<file path="src/rtl/mdio_bridge_pkg.sv">
package mdio_bridge_pkg;
  localparam int unsigned ADDR_W     = 18;
  localparam int unsigned PAGE_W     = 9;
  localparam int unsigned OFF_W      = 3;
  localparam int unsigned REGN_W     = 5;
  localparam int unsigned HALF_W     = 16;
  localparam int unsigned WORD_W     = 2 * HALF_W;
  localparam int unsigned FRAME_BITS = 64;
  localparam logic [4:0]  PAGE_PHY   = 5'h18;
  localparam logic [4:0]  DATA_PHY   = 5'h10;

  typedef enum logic [2:0] {
    S_IDLE, S_PAGE, S_SETTLE, S_RD_LO, S_RD_HI, S_WR_LO, S_WR_HI
  } seq_state_t;

  typedef struct packed {
    logic [PAGE_W-1:0] page;
    logic [OFF_W-1:0]  off;
    logic [REGN_W-1:0] regn;
  } reg_loc_t;

  function automatic reg_loc_t split_addr(input logic [ADDR_W-1:0] a);
    reg_loc_t l;
    l.regn = {a[5:2], 1'b0};
    l.off  = a[8:6];
    l.page = a[17:9];
    return l;
  endfunction
endpackage

</file>
<file path="src/rtl/mdio_mdc_gen.sv">
module mdio_mdc_gen #(
  parameter int unsigned HALF = 25
) (
  input  logic clk,
  input  logic rst,
  output logic mdc,
  output logic rise_tick,
  output logic fall_tick
);
  localparam int unsigned CW = ($clog2(HALF) > 0) ? $clog2(HALF) : 1;

  logic [CW-1:0] cnt;
  logic          term;

  assign term      = (cnt == CW'(HALF - 1));
  assign rise_tick = term & ~mdc;
  assign fall_tick = term & mdc;

  always_ff @(posedge clk) begin
    if (rst) begin
      cnt <= '0;
      mdc <= 1'b0;
    end else if (term) begin
      cnt <= '0;
      mdc <= ~mdc;
    end else begin
      cnt <= cnt + 1'b1;
    end
  end
endmodule

</file>
<file path="src/rtl/mdio_frame_engine.sv">
module mdio_frame_engine
  import mdio_bridge_pkg::*;
(
  input  logic              clk,
  input  logic              rst,
  input  logic              mdc,
  input  logic              rise_tick,
  input  logic              fall_tick,
  input  logic              start,
  input  logic              is_read,
  input  logic [4:0]        phy,
  input  logic [4:0]        regn,
  input  logic [HALF_W-1:0] wdata,
  output logic              done,
  output logic [HALF_W-1:0] rdata,
  output logic              mdio_o,
  output logic              mdio_oe,
  input  logic              mdio_i
);
  localparam int unsigned PRE_W    = FRAME_BITS - 32;
  localparam int unsigned CNT_W    = $clog2(FRAME_BITS + 1);
  localparam int unsigned TA_POS   = FRAME_BITS - HALF_W - 2;
  localparam int unsigned DATA_POS = FRAME_BITS - HALF_W;

  logic                  active, rd_mode;
  logic [CNT_W-1:0]      cnt;
  logic [FRAME_BITS-1:0] frame;

  always_ff @(posedge clk) begin
    if (rst) begin
      active  <= 1'b0;
      rd_mode <= 1'b0;
      cnt     <= '0;
      frame   <= '0;
      done    <= 1'b0;
      rdata   <= '0;
      mdio_o  <= 1'b1;
      mdio_oe <= 1'b0;
    end else begin
      done <= 1'b0;
      if (!active) begin
        if (start) begin
          active  <= 1'b1;
          rd_mode <= is_read;
          cnt     <= '0;
          frame   <= {{PRE_W{1'b1}}, 2'b01, (is_read ? 2'b10 : 2'b01), phy, regn,
                      (is_read ? 2'b11 : 2'b10), (is_read ? {HALF_W{1'b1}} : wdata)};
        end
      end else begin
        if (fall_tick) begin
          if (cnt == CNT_W'(FRAME_BITS)) begin
            active  <= 1'b0;
            done    <= 1'b1;
            mdio_oe <= 1'b0;
            mdio_o  <= 1'b1;
          end else begin
            mdio_o  <= frame[FRAME_BITS-1];
            frame   <= {frame[FRAME_BITS-2:0], 1'b0};
            mdio_oe <= !(rd_mode && cnt >= CNT_W'(TA_POS));
            cnt     <= cnt + 1'b1;
          end
        end
        if (rise_tick && rd_mode && cnt > CNT_W'(DATA_POS))
          rdata <= {rdata[HALF_W-2:0], mdio_i};
      end
    end
  end


  mdo_edge_chk: assert property (@(posedge clk) disable iff (rst)
    !$stable(mdio_o) |-> !mdc);


  rd_release_chk: assert property (@(posedge clk) disable iff (rst)
    (active && rd_mode && cnt > CNT_W'(TA_POS)) |-> !mdio_oe);
endmodule

</file>
<file path="src/rtl/mdio_paged_bridge.sv">
module mdio_paged_bridge
  import mdio_bridge_pkg::*;
#(
  parameter int unsigned MDC_HALF   = 25,
  parameter int unsigned SETTLE_CYC = 1250
) (
  input  logic              clk,
  input  logic              rst,
  input  logic              req_valid,
  output logic              req_ready,
  input  logic [1:0]        req_op,
  input  logic [ADDR_W-1:0] req_addr,
  input  logic [WORD_W-1:0] req_wdata,
  input  logic [WORD_W-1:0] req_mask,
  output logic              busy,
  output logic              rsp_done,
  output logic [WORD_W-1:0] rsp_data,
  output logic              mdc,
  output logic              mdio_o,
  output logic              mdio_oe,
  input  logic              mdio_i
);
  localparam int unsigned SET_W = $clog2(SETTLE_CYC + 1);

  seq_state_t        state;
  reg_loc_t          loc, req_loc;
  logic [1:0]        op_q;
  logic [WORD_W-1:0] wbuf, mask_q, rmw_word;
  logic [HALF_W-1:0] lo_q, eng_wd, eng_rdata;
  logic [SET_W-1:0]  set_cnt, gap_cnt;
  logic              eng_start, eng_rd, eng_done, rise_tick, fall_tick;
  logic [4:0]        eng_phy, eng_reg, data_phy;

  assign req_loc   = split_addr(req_addr);
  assign data_phy  = DATA_PHY | {2'b00, loc.off};
  assign rmw_word  = ({eng_rdata, lo_q} & ~mask_q) | wbuf;
  assign req_ready = (state == S_IDLE);
  assign busy      = (state != S_IDLE);

  mdio_mdc_gen #(.HALF(MDC_HALF)) u_mdc (
    .clk(clk), .rst(rst), .mdc(mdc), .rise_tick(rise_tick), .fall_tick(fall_tick)
  );

  mdio_frame_engine u_eng (
    .clk(clk), .rst(rst), .mdc(mdc), .rise_tick(rise_tick), .fall_tick(fall_tick),
    .start(eng_start), .is_read(eng_rd), .phy(eng_phy), .regn(eng_reg),
    .wdata(eng_wd), .done(eng_done), .rdata(eng_rdata),
    .mdio_o(mdio_o), .mdio_oe(mdio_oe), .mdio_i(mdio_i)
  );

  always_ff @(posedge clk) begin
    if (rst) begin
      state     <= S_IDLE;
      loc       <= '0;
      op_q      <= '0;
      wbuf      <= '0;
      mask_q    <= '0;
      lo_q      <= '0;
      set_cnt   <= '0;
      eng_start <= 1'b0;
      eng_rd    <= 1'b0;
      eng_phy   <= '0;
      eng_reg   <= '0;
      eng_wd    <= '0;
      rsp_done  <= 1'b0;
      rsp_data  <= '0;
    end else begin
      eng_start <= 1'b0;
      rsp_done  <= 1'b0;
      unique case (state)
        S_IDLE: if (req_valid) begin
          loc       <= req_loc;
          op_q      <= req_op;
          wbuf      <= req_wdata;
          mask_q    <= req_mask;
          eng_start <= 1'b1;
          eng_rd    <= 1'b0;
          eng_phy   <= PAGE_PHY;
          eng_reg   <= '0;
          eng_wd    <= {{(HALF_W-PAGE_W){1'b0}}, req_loc.page};
          state     <= S_PAGE;
        end
        S_PAGE: if (eng_done) begin
          set_cnt <= '0;
          state   <= S_SETTLE;
        end
        S_SETTLE: begin
          if (set_cnt == SET_W'(SETTLE_CYC - 1)) begin
            eng_start <= 1'b1;
            eng_phy   <= data_phy;
            eng_reg   <= loc.regn;
            if (op_q == 2'b01) begin
              eng_rd <= 1'b0;
              eng_wd <= wbuf[HALF_W-1:0];
              state  <= S_WR_LO;
            end else begin
              eng_rd <= 1'b1;
              state  <= S_RD_LO;
            end
          end else begin
            set_cnt <= set_cnt + 1'b1;
          end
        end
        S_RD_LO: if (eng_done) begin
          lo_q      <= eng_rdata;
          eng_start <= 1'b1;
          eng_reg   <= loc.regn | 5'd1;
          state     <= S_RD_HI;
        end
        S_RD_HI: if (eng_done) begin
          if (op_q[1]) begin
            wbuf      <= rmw_word;
            eng_start <= 1'b1;
            eng_rd    <= 1'b0;
            eng_reg   <= loc.regn;
            eng_wd    <= rmw_word[HALF_W-1:0];
            state     <= S_WR_LO;
          end else begin
            rsp_data <= {eng_rdata, lo_q};
            rsp_done <= 1'b1;
            state    <= S_IDLE;
          end
        end
        S_WR_LO: if (eng_done) begin
          eng_start <= 1'b1;
          eng_reg   <= loc.regn | 5'd1;
          eng_wd    <= wbuf[WORD_W-1:HALF_W];
          state     <= S_WR_HI;
        end
        S_WR_HI: if (eng_done) begin
          rsp_data <= wbuf;
          rsp_done <= 1'b1;
          state    <= S_IDLE;
        end
        default: state <= S_IDLE;
      endcase
    end
  end

  // Checker counter: cycles since the page frame finished (saturating)
  always_ff @(posedge clk) begin
    if (rst) gap_cnt <= '0;
    else if (state == S_PAGE && eng_done) gap_cnt <= '0;
    else if (gap_cnt != SET_W'(SETTLE_CYC)) gap_cnt <= gap_cnt + 1'b1;
  end


  settle_gap_chk: assert property (@(posedge clk) disable iff (rst)
    (eng_start && eng_phy != PAGE_PHY) |-> gap_cnt >= SET_W'(SETTLE_CYC));


  page_first_chk: assert property (@(posedge clk) disable iff (rst)
    (req_valid && req_ready) |=> (eng_start && eng_phy == PAGE_PHY && !eng_rd));


  done_pulse_chk: assert property (@(posedge clk) disable iff (rst)
    rsp_done |=> !rsp_done);
endmodule

</file>
<file path="config.mk">
export PLATFORM = sky130hd
export DESIGN_NAME = mdio_paged_bridge
export DESIGN_NICKNAME = d
export VERILOG_FILES = /design/src/rtl/mdio_bridge_pkg.sv /design/src/rtl/mdio_mdc_gen.sv /design/src/rtl/mdio_frame_engine.sv /design/src/rtl/mdio_paged_bridge.sv
export SDC_FILE = /design/constraint.sdc
export NUM_CORES = 1
export LEC_CHECK = 0
export ABC_CLOCK_PERIOD_IN_PS = 2500
export BUFFER_PORTS_ARGS = -buffer_cell sky130_fd_sc_hd__buf_4
export CORE_MARGIN = 2
export CORE_UTILIZATION = 41
export DETAILED_ROUTE_END_ITERATION = 6
export PLACE_DENSITY = 0.7
export SYNTH_ARGS = -nofsm -noshare
export SYNTH_HDL_FRONTEND = slang
export SYNTH_HIERARCHICAL = 1
export SYNTH_SLANG_ARGS = --single-unit
</file>
<file path="constraint.sdc">
create_clock -name clk -period 2.5 [get_ports clk]
set_clock_uncertainty 0.2 [all_clocks]
set_input_delay 0.5 -clock clk [delete_from_list [all_inputs] [get_ports clk]]
set_output_delay 0.5 -clock clk [all_outputs]
set_load 0.02 [all_outputs]
</file>
==> results_tabular.tex, run 1 <==
\begin{tabular}{lr}
\hline
Metric & Value \\
\hline
\multicolumn{2}{l}{\textbf{Drt}} \\
Drt wl/cell & between 15 and 20 um \\
Routed via count & 10,226 \\
Final wirelength & roughly 30,000 um \\
Number of iterations in the first detailed-routing pass & 5 \\
Final ANT Viol Nets & 0 \\
Initial DRC count & approximately 830 \\
Routed vias/inst & 5.40 \\
DR DRC count & 0 \\
\multicolumn{2}{l}{\textbf{Finish}} \\
Antenna cell count & 0 \\
Fraction of final layout cells sized beyond drive strength 1 & $\sim$17\% \\
Filler-free cell count of the finished design & around 1,900 \\
Reg with most FFs & u\_eng/frame \\
Flip-flop count of the largest register, all copies and words added & 64 \\
Fillers & roughly 2,600 \\
Multi-input gate area in the final layout & around 5700 um\^{}2 \\
Nets & $\sim$1,600 \\
Layout-stage area growth over the synthesis result & 21.5\% \\
Area of all sequential standard cells & between 5000 and 6000 um\^{}2 \\
\multicolumn{2}{l}{\textbf{Place}} \\
Hpwl dp & 20,300 um \\
Setup WS pre-CTS & about 0.18 ns \\
RePlAce Congestion & around 0.86 \\
Count of input and output buffers & between 100 and 150 \\
Number of placed instances with taps included & between 1,500 and 2,000 \\
\multicolumn{2}{l}{\textbf{Logic synthesis}} \\
Area share of the leading cell type in the synthesized netlist & 45.2\% \\
Average size of a mapped cell & around 8.3 um\^{}2 \\
Number of synthesis warnings & 6 \\
Post-synthesis sequential area ratio & 45.2\% \\
Top post-synthesis cells by area & sky130\_fd\_sc\_hd\_\_dfxtp\_1 (45\%), sky130\_fd\_sc\_hd\_\_nand2\_1 (5.7\%), sky130\_fd\_sc\_hd\_\_mux2i\_1 (5.3\%) \\
Post-synth EDFFs & 0 \\
Post-synthesis cell type count & 72 \\
Library cell occupying the most area in the post-synthesis netlist & sky130\_fd\_sc\_hd\_\_dfxtp\_1 \\
Synth Cell Area & 11,600 um\^{}2 \\
Ys flop type & sky130\_fd\_sc\_hd\_\_dfxtp\_1 \\
Share of async-settable or async-resettable flops after synthesis & 0\% \\
Mapped Cells & roughly 1,400 \\
Number of flip-flops and latches in the synthesized netlist & roughly 260 \\
Post-synthesis net count & 1,490 \\
\multicolumn{2}{l}{\textbf{Setup path}} \\
Cells along the critical path & buf\_4, nor3\_4, inv\_1, buf\_4 \\
Worst path max stage delay & a little over 0.4 ns \\
Crit Path Category & register to output port \\
Reg2Reg Depth & 5 \\
Maximum fanout encountered on the critical timing path & 11 \\
Setup slack of the most critical reg-to-reg path & about 0.17 ns \\
Crit path buffers/inverters & 3 \\
Cell with the most instances on the worst path & sky130\_fd\_sc\_hd\_\_buf\_4 \\
Type of element capturing the critical path & output port \\
Startpoint type of the worst setup path & register \\
Crit path max-delay cell type & sky130\_fd\_sc\_hd\_\_dfxtp\_1 \\
Critical path data arrival time & 1.67 ns \\
CP delay by family, top & buffers and inverters \\
Critical R2R Launch & set\_cnt[2] \\
Endpoint of the most critical register-to-register path & eng\_wd[2] \\
Required @ worst endpoint & approximately 1.8 ns \\
CP startpoint & state[1] \\
\multicolumn{2}{l}{\textbf{CTS}} \\
H-tree levels & 1 \\
Clock sinks & roughly 260 \\
Post-CTS Repair Setup Buffers & 0 \\
Clk Latency, worst-skew pair & approximately 0.53 ns \\
Clk pin slew, worst setup/hold paths & roughly 0.060 ns \\
Clock Root Buffer & sky130\_fd\_sc\_hd\_\_clkbuf\_16 \\
TritonCTS clock tree & built \\
Maximum number of buffers from clock root to sink & 3 \\
CTS buffer count & 28 \\
\multicolumn{2}{l}{\textbf{Outcome}} \\
Status & completed \\
\multicolumn{2}{l}{\textbf{STA}} \\
Final worst path period share & between 90\% and 100\% \\
Unrepaired setup endpoints after global routing & no \\
Max-slew violations & 0 \\
Max-slew headroom at the worst pin & between 50 and 60\% \\
Final hold slack & around 0.017 ns \\
Fmax & between 400 and 500 MHz \\
Actual slew at the worst max-slew pin & $\sim$0.74 ns \\
Sum of negative setup slack & 0 ns \\
Final hold violation count & 0 \\
Post-layout min period & $\sim$2.4 ns \\
Setup ws final & 0.128 ns \\
Final setup violating endpoints & 0 \\
\multicolumn{2}{l}{\textbf{GRT}} \\
GRT met2 Usage & approximately a third \\
Routing layer with the top usage in global route & met2 \\
Met3 GRT Util & around 2.6\% \\
Largest net degree at the start of global routing & 66 \\
Total congestion overflow after global routing & 0 \\
Vias in the first global route & 9,645 \\
Met1 usage & around 28\% \\
Wire length of the first global-routing pass & approximately 50,000 um \\
Global router's overall resource usage & 20.1\% \\
Number of antenna violations at the first check in global routing & 0 \\
\multicolumn{2}{l}{\textbf{Job}} \\
Max capacitance violation total & 0 \\
\multicolumn{2}{l}{\textbf{Die}} \\
Floorplan Core Area & approximately 28,000 um\^{}2 \\
Horiz. Die Dim & about 170 um \\
Die outline area & about 30,000 um\^{}2 \\
I/O pin count & 126 \\
Row Count & 61 \\
Initial cell density of the core & a little over two fifths \\
Die Y-Extent & 172 um \\
\multicolumn{2}{l}{\textbf{Hold path}} \\
Start point of the worst hold path & req\_mask[19] \\
WHS Endpoint & mask\_q[19] \\
Hold path depth & 3 \\
Worst hold-check path type & input port to register \\
\multicolumn{2}{l}{\textbf{Power and ir drop}} \\
Peak supply drop & $\sim$0.00048 V \\
Power per Cell Area & approximately 720 nW/um\^{}2 \\
Leak Pwr & approximately 0.0053 uW \\
Tot Pwr & slightly above 10,000 uW \\
\hline
\end{tabular}
-- repair_timing --
item / 4_1_cts / 5_1_grt
resized for setup: 0 / 2
endpoints found under the setup margin: 0 / 6
hold buffers: 10 / 1
endpoints found under the hold margin: 10 / 1
-- layout by cell type, fill, tap and decap left out, types with 9 or more instances in the layout --
cell | Yosys | final
sky130_fd_sc_hd__a211oi_1 | 38 | 38
sky130_fd_sc_hd__a21oi_1 | 114 | 113
sky130_fd_sc_hd__a221oi_1 | 9 | 9
sky130_fd_sc_hd__a311oi_1 | 14 | 14
sky130_fd_sc_hd__and2_1 | 11 | 10
sky130_fd_sc_hd__buf_12 | 1 | 10
sky130_fd_sc_hd__buf_4 | 2 | 159
sky130_fd_sc_hd__clkbuf_16 | 0 | 29
sky130_fd_sc_hd__dfxtp_1 | 262 | 262
sky130_fd_sc_hd__dlygate4sd3_1 | 0 | 11
sky130_fd_sc_hd__inv_1 | 41 | 41
sky130_fd_sc_hd__mux2_2 | 14 | 14
sky130_fd_sc_hd__mux2i_1 | 62 | 62
sky130_fd_sc_hd__nand2_1 | 175 | 174
sky130_fd_sc_hd__nand2b_1 | 31 | 31
sky130_fd_sc_hd__nand3_1 | 27 | 27
sky130_fd_sc_hd__nand3b_1 | 21 | 21
sky130_fd_sc_hd__nor2_1 | 143 | 143
sky130_fd_sc_hd__nor2b_1 | 20 | 19
sky130_fd_sc_hd__nor3_1 | 115 | 114
sky130_fd_sc_hd__o21ai_0 | 46 | 46
sky130_fd_sc_hd__o221ai_1 | 9 | 9
sky130_fd_sc_hd__o22ai_1 | 16 | 16
sky130_fd_sc_hd__o31ai_1 | 16 | 16
-- worst register-to-register path: cells and delay by family (launching register included) --
kind / cells / cell delay [ns]
simple gates: 2 / 0.86
compound gates: 1 / 0.41
flops: 1 / 0.37
buf+inv: 1 / 0.26
mux: 1 / 0.12
-- kinds of logic (layout without fill, tap and decap cells) --
kind of cell    Yosys count  after routing  synth area share, %
compound gates          292            292                 15.8
xor+xnor                  6              6                0.452
fa+ha+maj                 7              7                0.754
buf+inv                 155            275                 5.87
flops                   262            262                 45.2
mux                      80             80                 7.22
simple gates            593            593                 24.7
-- layer usage --
layer | vias up | part of all wire, %
met2 | 252 | 46
li1 | 5080 | -
met4 | 0 | 2.0
met3 | 48 | 5.0
met5 | - | 0
met1 | 4846 | 47
-- worst max-delay path by stage --
| stage | to | slack [ns] | cells after the start |
|---|---|---|---|
| 3_3_place_gp | eng_wd[5] | 0.22 | 5 |
| 5_1_grt | busy | 0.004 | 4 |
| 3_5_place_dp | set_cnt[10] | 0.18 | 4 |
| 6_report | busy | 0.13 | 4 |
| 4_1_cts | busy | 0.01 | 4 |
| 2_1_floorplan | u_eng/frame[28] | 0.18 | 11 |
-- cell usage after synthesis, types with 27 or more instances --
cell type / n
sky130_fd_sc_hd__inv_1: 41
sky130_fd_sc_hd__mux2i_1: 62
sky130_fd_sc_hd__nand2b_1: 31
sky130_fd_sc_hd__nand2_1: 175
sky130_fd_sc_hd__o21ai_0: 46
sky130_fd_sc_hd__nand3_1: 27
sky130_fd_sc_hd__clkbuf_1: 74
sky130_fd_sc_hd__a211oi_1: 38
sky130_fd_sc_hd__dfxtp_1: 262
sky130_fd_sc_hd__a21oi_1: 114
sky130_fd_sc_hd__nor2_1: 143
sky130_fd_sc_hd__nor3_1: 115
-- stage by stage --
step                cell area (um^2)  utilization [%]
finish                         14100             50.6
global route                   14100             50.6
CTS                            14100             50.6
detailed placement             13000             46.7
global placement               13000             46.7
floorplan                      11600                -
-- area by class of cell --
class,count,share of cell area (%)
Multi-Input combinational cell,978,40.5
Sequential cell,262,37.2
Timing Repair Buffer,182,10.8
Clock buffer,42,5.92
Tap cell,378,3.35
Inverter,43,1.14
Clock inverter,8,1.03
-- report_power, final --
group	switching, uW	internal (uW)
sequential	182	4440
clock	1680	2700
combinational	646	504
Note: power is estimated with default switching activity, not from simulation.
==> run 2: changes to the inputs <==
--- a/config.mk
+++ b/config.mk
@@ -7,9 +7,11 @@
 export LEC_CHECK = 0
 export ABC_CLOCK_PERIOD_IN_PS = 2500
 export BUFFER_PORTS_ARGS = -buffer_cell sky130_fd_sc_hd__buf_4
+export CAP_MARGIN = 20
 export CORE_MARGIN = 2
 export CORE_UTILIZATION = 41
 export DETAILED_ROUTE_END_ITERATION = 6
+export GPL_TIMING_DRIVEN = 0
 export PLACE_DENSITY = 0.7
 export SYNTH_ARGS = -nofsm -noshare
 export SYNTH_HDL_FRONTEND = slang
==> constraint.sdc (replaced) <==
create_clock -name clk -period 2.5 [get_ports clk]
set_clock_uncertainty 0.2 [all_clocks]
set_input_delay 0.5 -clock clk [delete_from_list [all_inputs] [get_ports clk]]
set_output_delay 0.5 -clock clk [all_outputs]
set_load 0.005 [all_outputs]
==> run 2 against run 1 <==
Combinational power is 5% higher. Via count is 5.3% higher. Power up 0.42%. Sequential power about the same. Clock power barely moved. Die area stayed put. Cell area increased by 1.2%. Cell count is 3.6% higher. Critical path depth up 1. Non-clock buffer count up 65. Wire length is 15% higher. Highest routed layer unchanged.
==> results_tabular.tex, run 2 (synthesis gave the netlist of run 1 again) <==
\begin{tabular}{lr}
\hline
Metric & Value \\
\hline
\multicolumn{2}{l}{\textbf{Drt}} \\
Drt wl/cell & 17.7 um \\
DR DRC count & 0 \\
Routed via count & between 10,000 and 15,000 \\
Final wirelength & around 35,000 um \\
Initial DRC count & 735 \\
Routed vias/inst & about 5.5 \\
Number of iterations in the first detailed-routing pass & 7 \\
Final ANT Viol Nets & 0 \\
\multicolumn{2}{l}{\textbf{Finish}} \\
Fraction of final layout cells sized beyond drive strength 1 & roughly 17\% \\
Antenna cell count & 0 \\
Filler-free cell count of the finished design & approximately 2,000 \\
Reg with most FFs & u\_eng/frame \\
Leading cell type in the layout, fill and taps excluded & sky130\_fd\_sc\_hd\_\_dfxtp\_1 \\
Fillers & 2,685 \\
Layout-stage area growth over the synthesis result & 22.9\% \\
Nets & 1,656 \\
Most used cells in the layout excluding fill and tap cells & sky130\_fd\_sc\_hd\_\_dfxtp\_1 (261), sky130\_fd\_sc\_hd\_\_nand2\_1 (175), sky130\_fd\_sc\_hd\_\_nor2\_1 (141), sky130\_fd\_sc\_hd\_\_buf\_4 (128), sky130\_fd\_sc\_hd\_\_nor3\_1 (114) \\
Flip-flop count of the largest register, all copies and words added & 64 \\
\multicolumn{2}{l}{\textbf{GRT}} \\
Wire length of the first global-routing pass & approximately 54,000 um \\
Vias in the first global route & 10,128 \\
Largest net degree at the start of global routing & 15 \\
Global router's overall resource usage & 22.9\% \\
Number of antenna violations at the first check in global routing & 0 \\
Total congestion overflow after global routing & 0 \\
\multicolumn{2}{l}{\textbf{STA}} \\
Unrepaired setup endpoints after global routing & yes \\
Final worst path period share & between 90\% and 100\% \\
Max-slew headroom at the worst pin & about 32\% \\
Actual slew at the worst max-slew pin & between 1 and 1.5 ns \\
Final setup violating endpoints & 0 \\
Post-layout min period & between 2 and 2.5 ns \\
Final hold violation count & 0 \\
Final hold slack & roughly 0.0022 ns \\
Sum of negative setup slack & 0 ns \\
Max-slew violations & 0 \\
Fmax & a little over 400 MHz \\
\multicolumn{2}{l}{\textbf{Setup path}} \\
Crit path max-delay cell type & sky130\_fd\_sc\_hd\_\_or4b\_4 \\
Required @ worst endpoint & $\sim$2.7 ns \\
Worst path max stage delay & roughly 0.56 ns \\
Reg2Reg Depth & 5 \\
Crit Path Category & register to register \\
Startpoint type of the worst setup path & register \\
Cells along the critical path & or4b\_4, o31ai\_4, nand3\_4, buf\_6, mux2\_4 \\
Type of element capturing the critical path & register \\
Critical path data arrival time & 2.67 ns \\
Maximum fanout encountered on the critical timing path & 10 \\
Setup slack of the most critical reg-to-reg path & a little over 0.05 ns \\
Critical R2R Launch & set\_cnt[5] \\
Endpoint of the most critical register-to-register path & eng\_wd[12] \\
\multicolumn{2}{l}{\textbf{Die}} \\
Floorplan Core Area & about 28,000 um\^{}2 \\
Initial cell density of the core & around two fifths \\
Horiz. Die Dim & around 170 um \\
I/O pin count & roughly 130 \\
Die Y-Extent & 172 um \\
Die outline area & 29,700 um\^{}2 \\
Row Count & 61 \\
\multicolumn{2}{l}{\textbf{Hold path}} \\
Start point of the worst hold path & req\_mask[6] \\
Worst hold-check path type & input port to register \\
Hold path depth & 3 \\
WHS Endpoint & mask\_q[6] \\
\multicolumn{2}{l}{\textbf{Power and ir drop}} \\
Power per Cell Area & approximately 710 nW/um\^{}2 \\
Leak Pwr & $\sim$0.0054 uW \\
Peak supply drop & about 0.00055 V \\
Tot Pwr & roughly 10,000 uW \\
\multicolumn{2}{l}{\textbf{CTS}} \\
Clk Latency, worst-skew pair & 0.55 ns \\
Clock Root Buffer & sky130\_fd\_sc\_hd\_\_clkbuf\_16 \\
TritonCTS clock tree & built \\
Clk pin slew, worst setup/hold paths & 0.06 ns \\
H-tree levels & 1 \\
Maximum number of buffers from clock root to sink & 3 \\
CTS buffer count & 29 \\
Clock sinks & approximately 260 \\
\multicolumn{2}{l}{\textbf{Outcome}} \\
Status & completed \\
\multicolumn{2}{l}{\textbf{Place}} \\
Count of input and output buffers & $\sim$120 \\
RePlAce Congestion & roughly 0.94 \\
Hpwl dp & approximately 26,000 um \\
Number of placed instances with taps included & approximately 1,900 \\
\multicolumn{2}{l}{\textbf{Job}} \\
Max capacitance violation total & 0 \\
\hline
\end{tabular}
[run 2: cell count changes in the layout (fill, tap and decap cells not counted), sizes merged]
cell         change
buf              -8
bufinv           -1
clkbuf          +69
clkinv           +6
clkinvlp         -1
dlygate4sd3      +2
inv              +1
[run 2: what timing repair did]
action	4_1_cts	5_1_grt
hold buffers	13	0
buffers inserted	0	3
gates cloned	0	0
resized for setup	15	47
pin swaps	0	1
hold endpoints to repair	13	0
setup endpoints to repair	91	195
[run 2: worst max path at each step]
stage / start / end / depth (start not counted)
floorplan: u_mdc/cnt[0] / u_eng/frame[28] / 11
detailed placement: state[2] / mask_q[25] / 8
global route: set_cnt[5] / eng_wd[14] / 5
CTS: state[2] / busy / 5
finish: set_cnt[5] / eng_wd[12] / 5
global placement: state[2] / mask_q[24] / 8
[run 2: critical path, delay by kind of cell, from the launching register on]
kind,cells,cell delay [ns]
AND/OR/NAND/NOR,2,0.76
flip-flops,1,0.45
AO/OA/AOI/OAI,1,0.40
multiplexers,1,0.29
buffers and inverters,1,0.21
[run 2: final cells by class]
cell class	instances	area, um^2	area share [%]
Sequential cell	262	5250	36.7
Clock inverter	13	150	1.05
Clock buffer	40	837	5.86
Multi-Input combinational cell	978	5780	40.5
Inverter	43	161	1.13
Buffer	107	551	3.86
Timing Repair Buffer	140	1080	7.57
Tap cell	378	473	3.31
[run 2: report_power, final]
part	switching [uW]	internal [uW]
Sequential	193	4440
Clock	1710	2640
Combinational	708	506
[run 2: per-stage QoR]
step,cell area [um^2],utilization [%],setup slack [ns]
global route,14300,51.3,-0.00496
finish,14300,51.3,0.0519
floorplan,11600,-,0.181
global placement,13000,46.7,-0.402
CTS,14200,50.9,-0.0666
detailed placement,13000,46.7,-0.382
[run 2: layer usage]
layer | vias to the layer above | share of wire, % | global-route usage (%)
met4 | 0 | 4.0 | 8.88
met1 | 5106 | 42 | 28.8
met3 | 77 | 6.0 | 3.41
li1 | 5216 | - | -
met2 | 368 | 48 | 39.5
met5 | - | 0 | 0
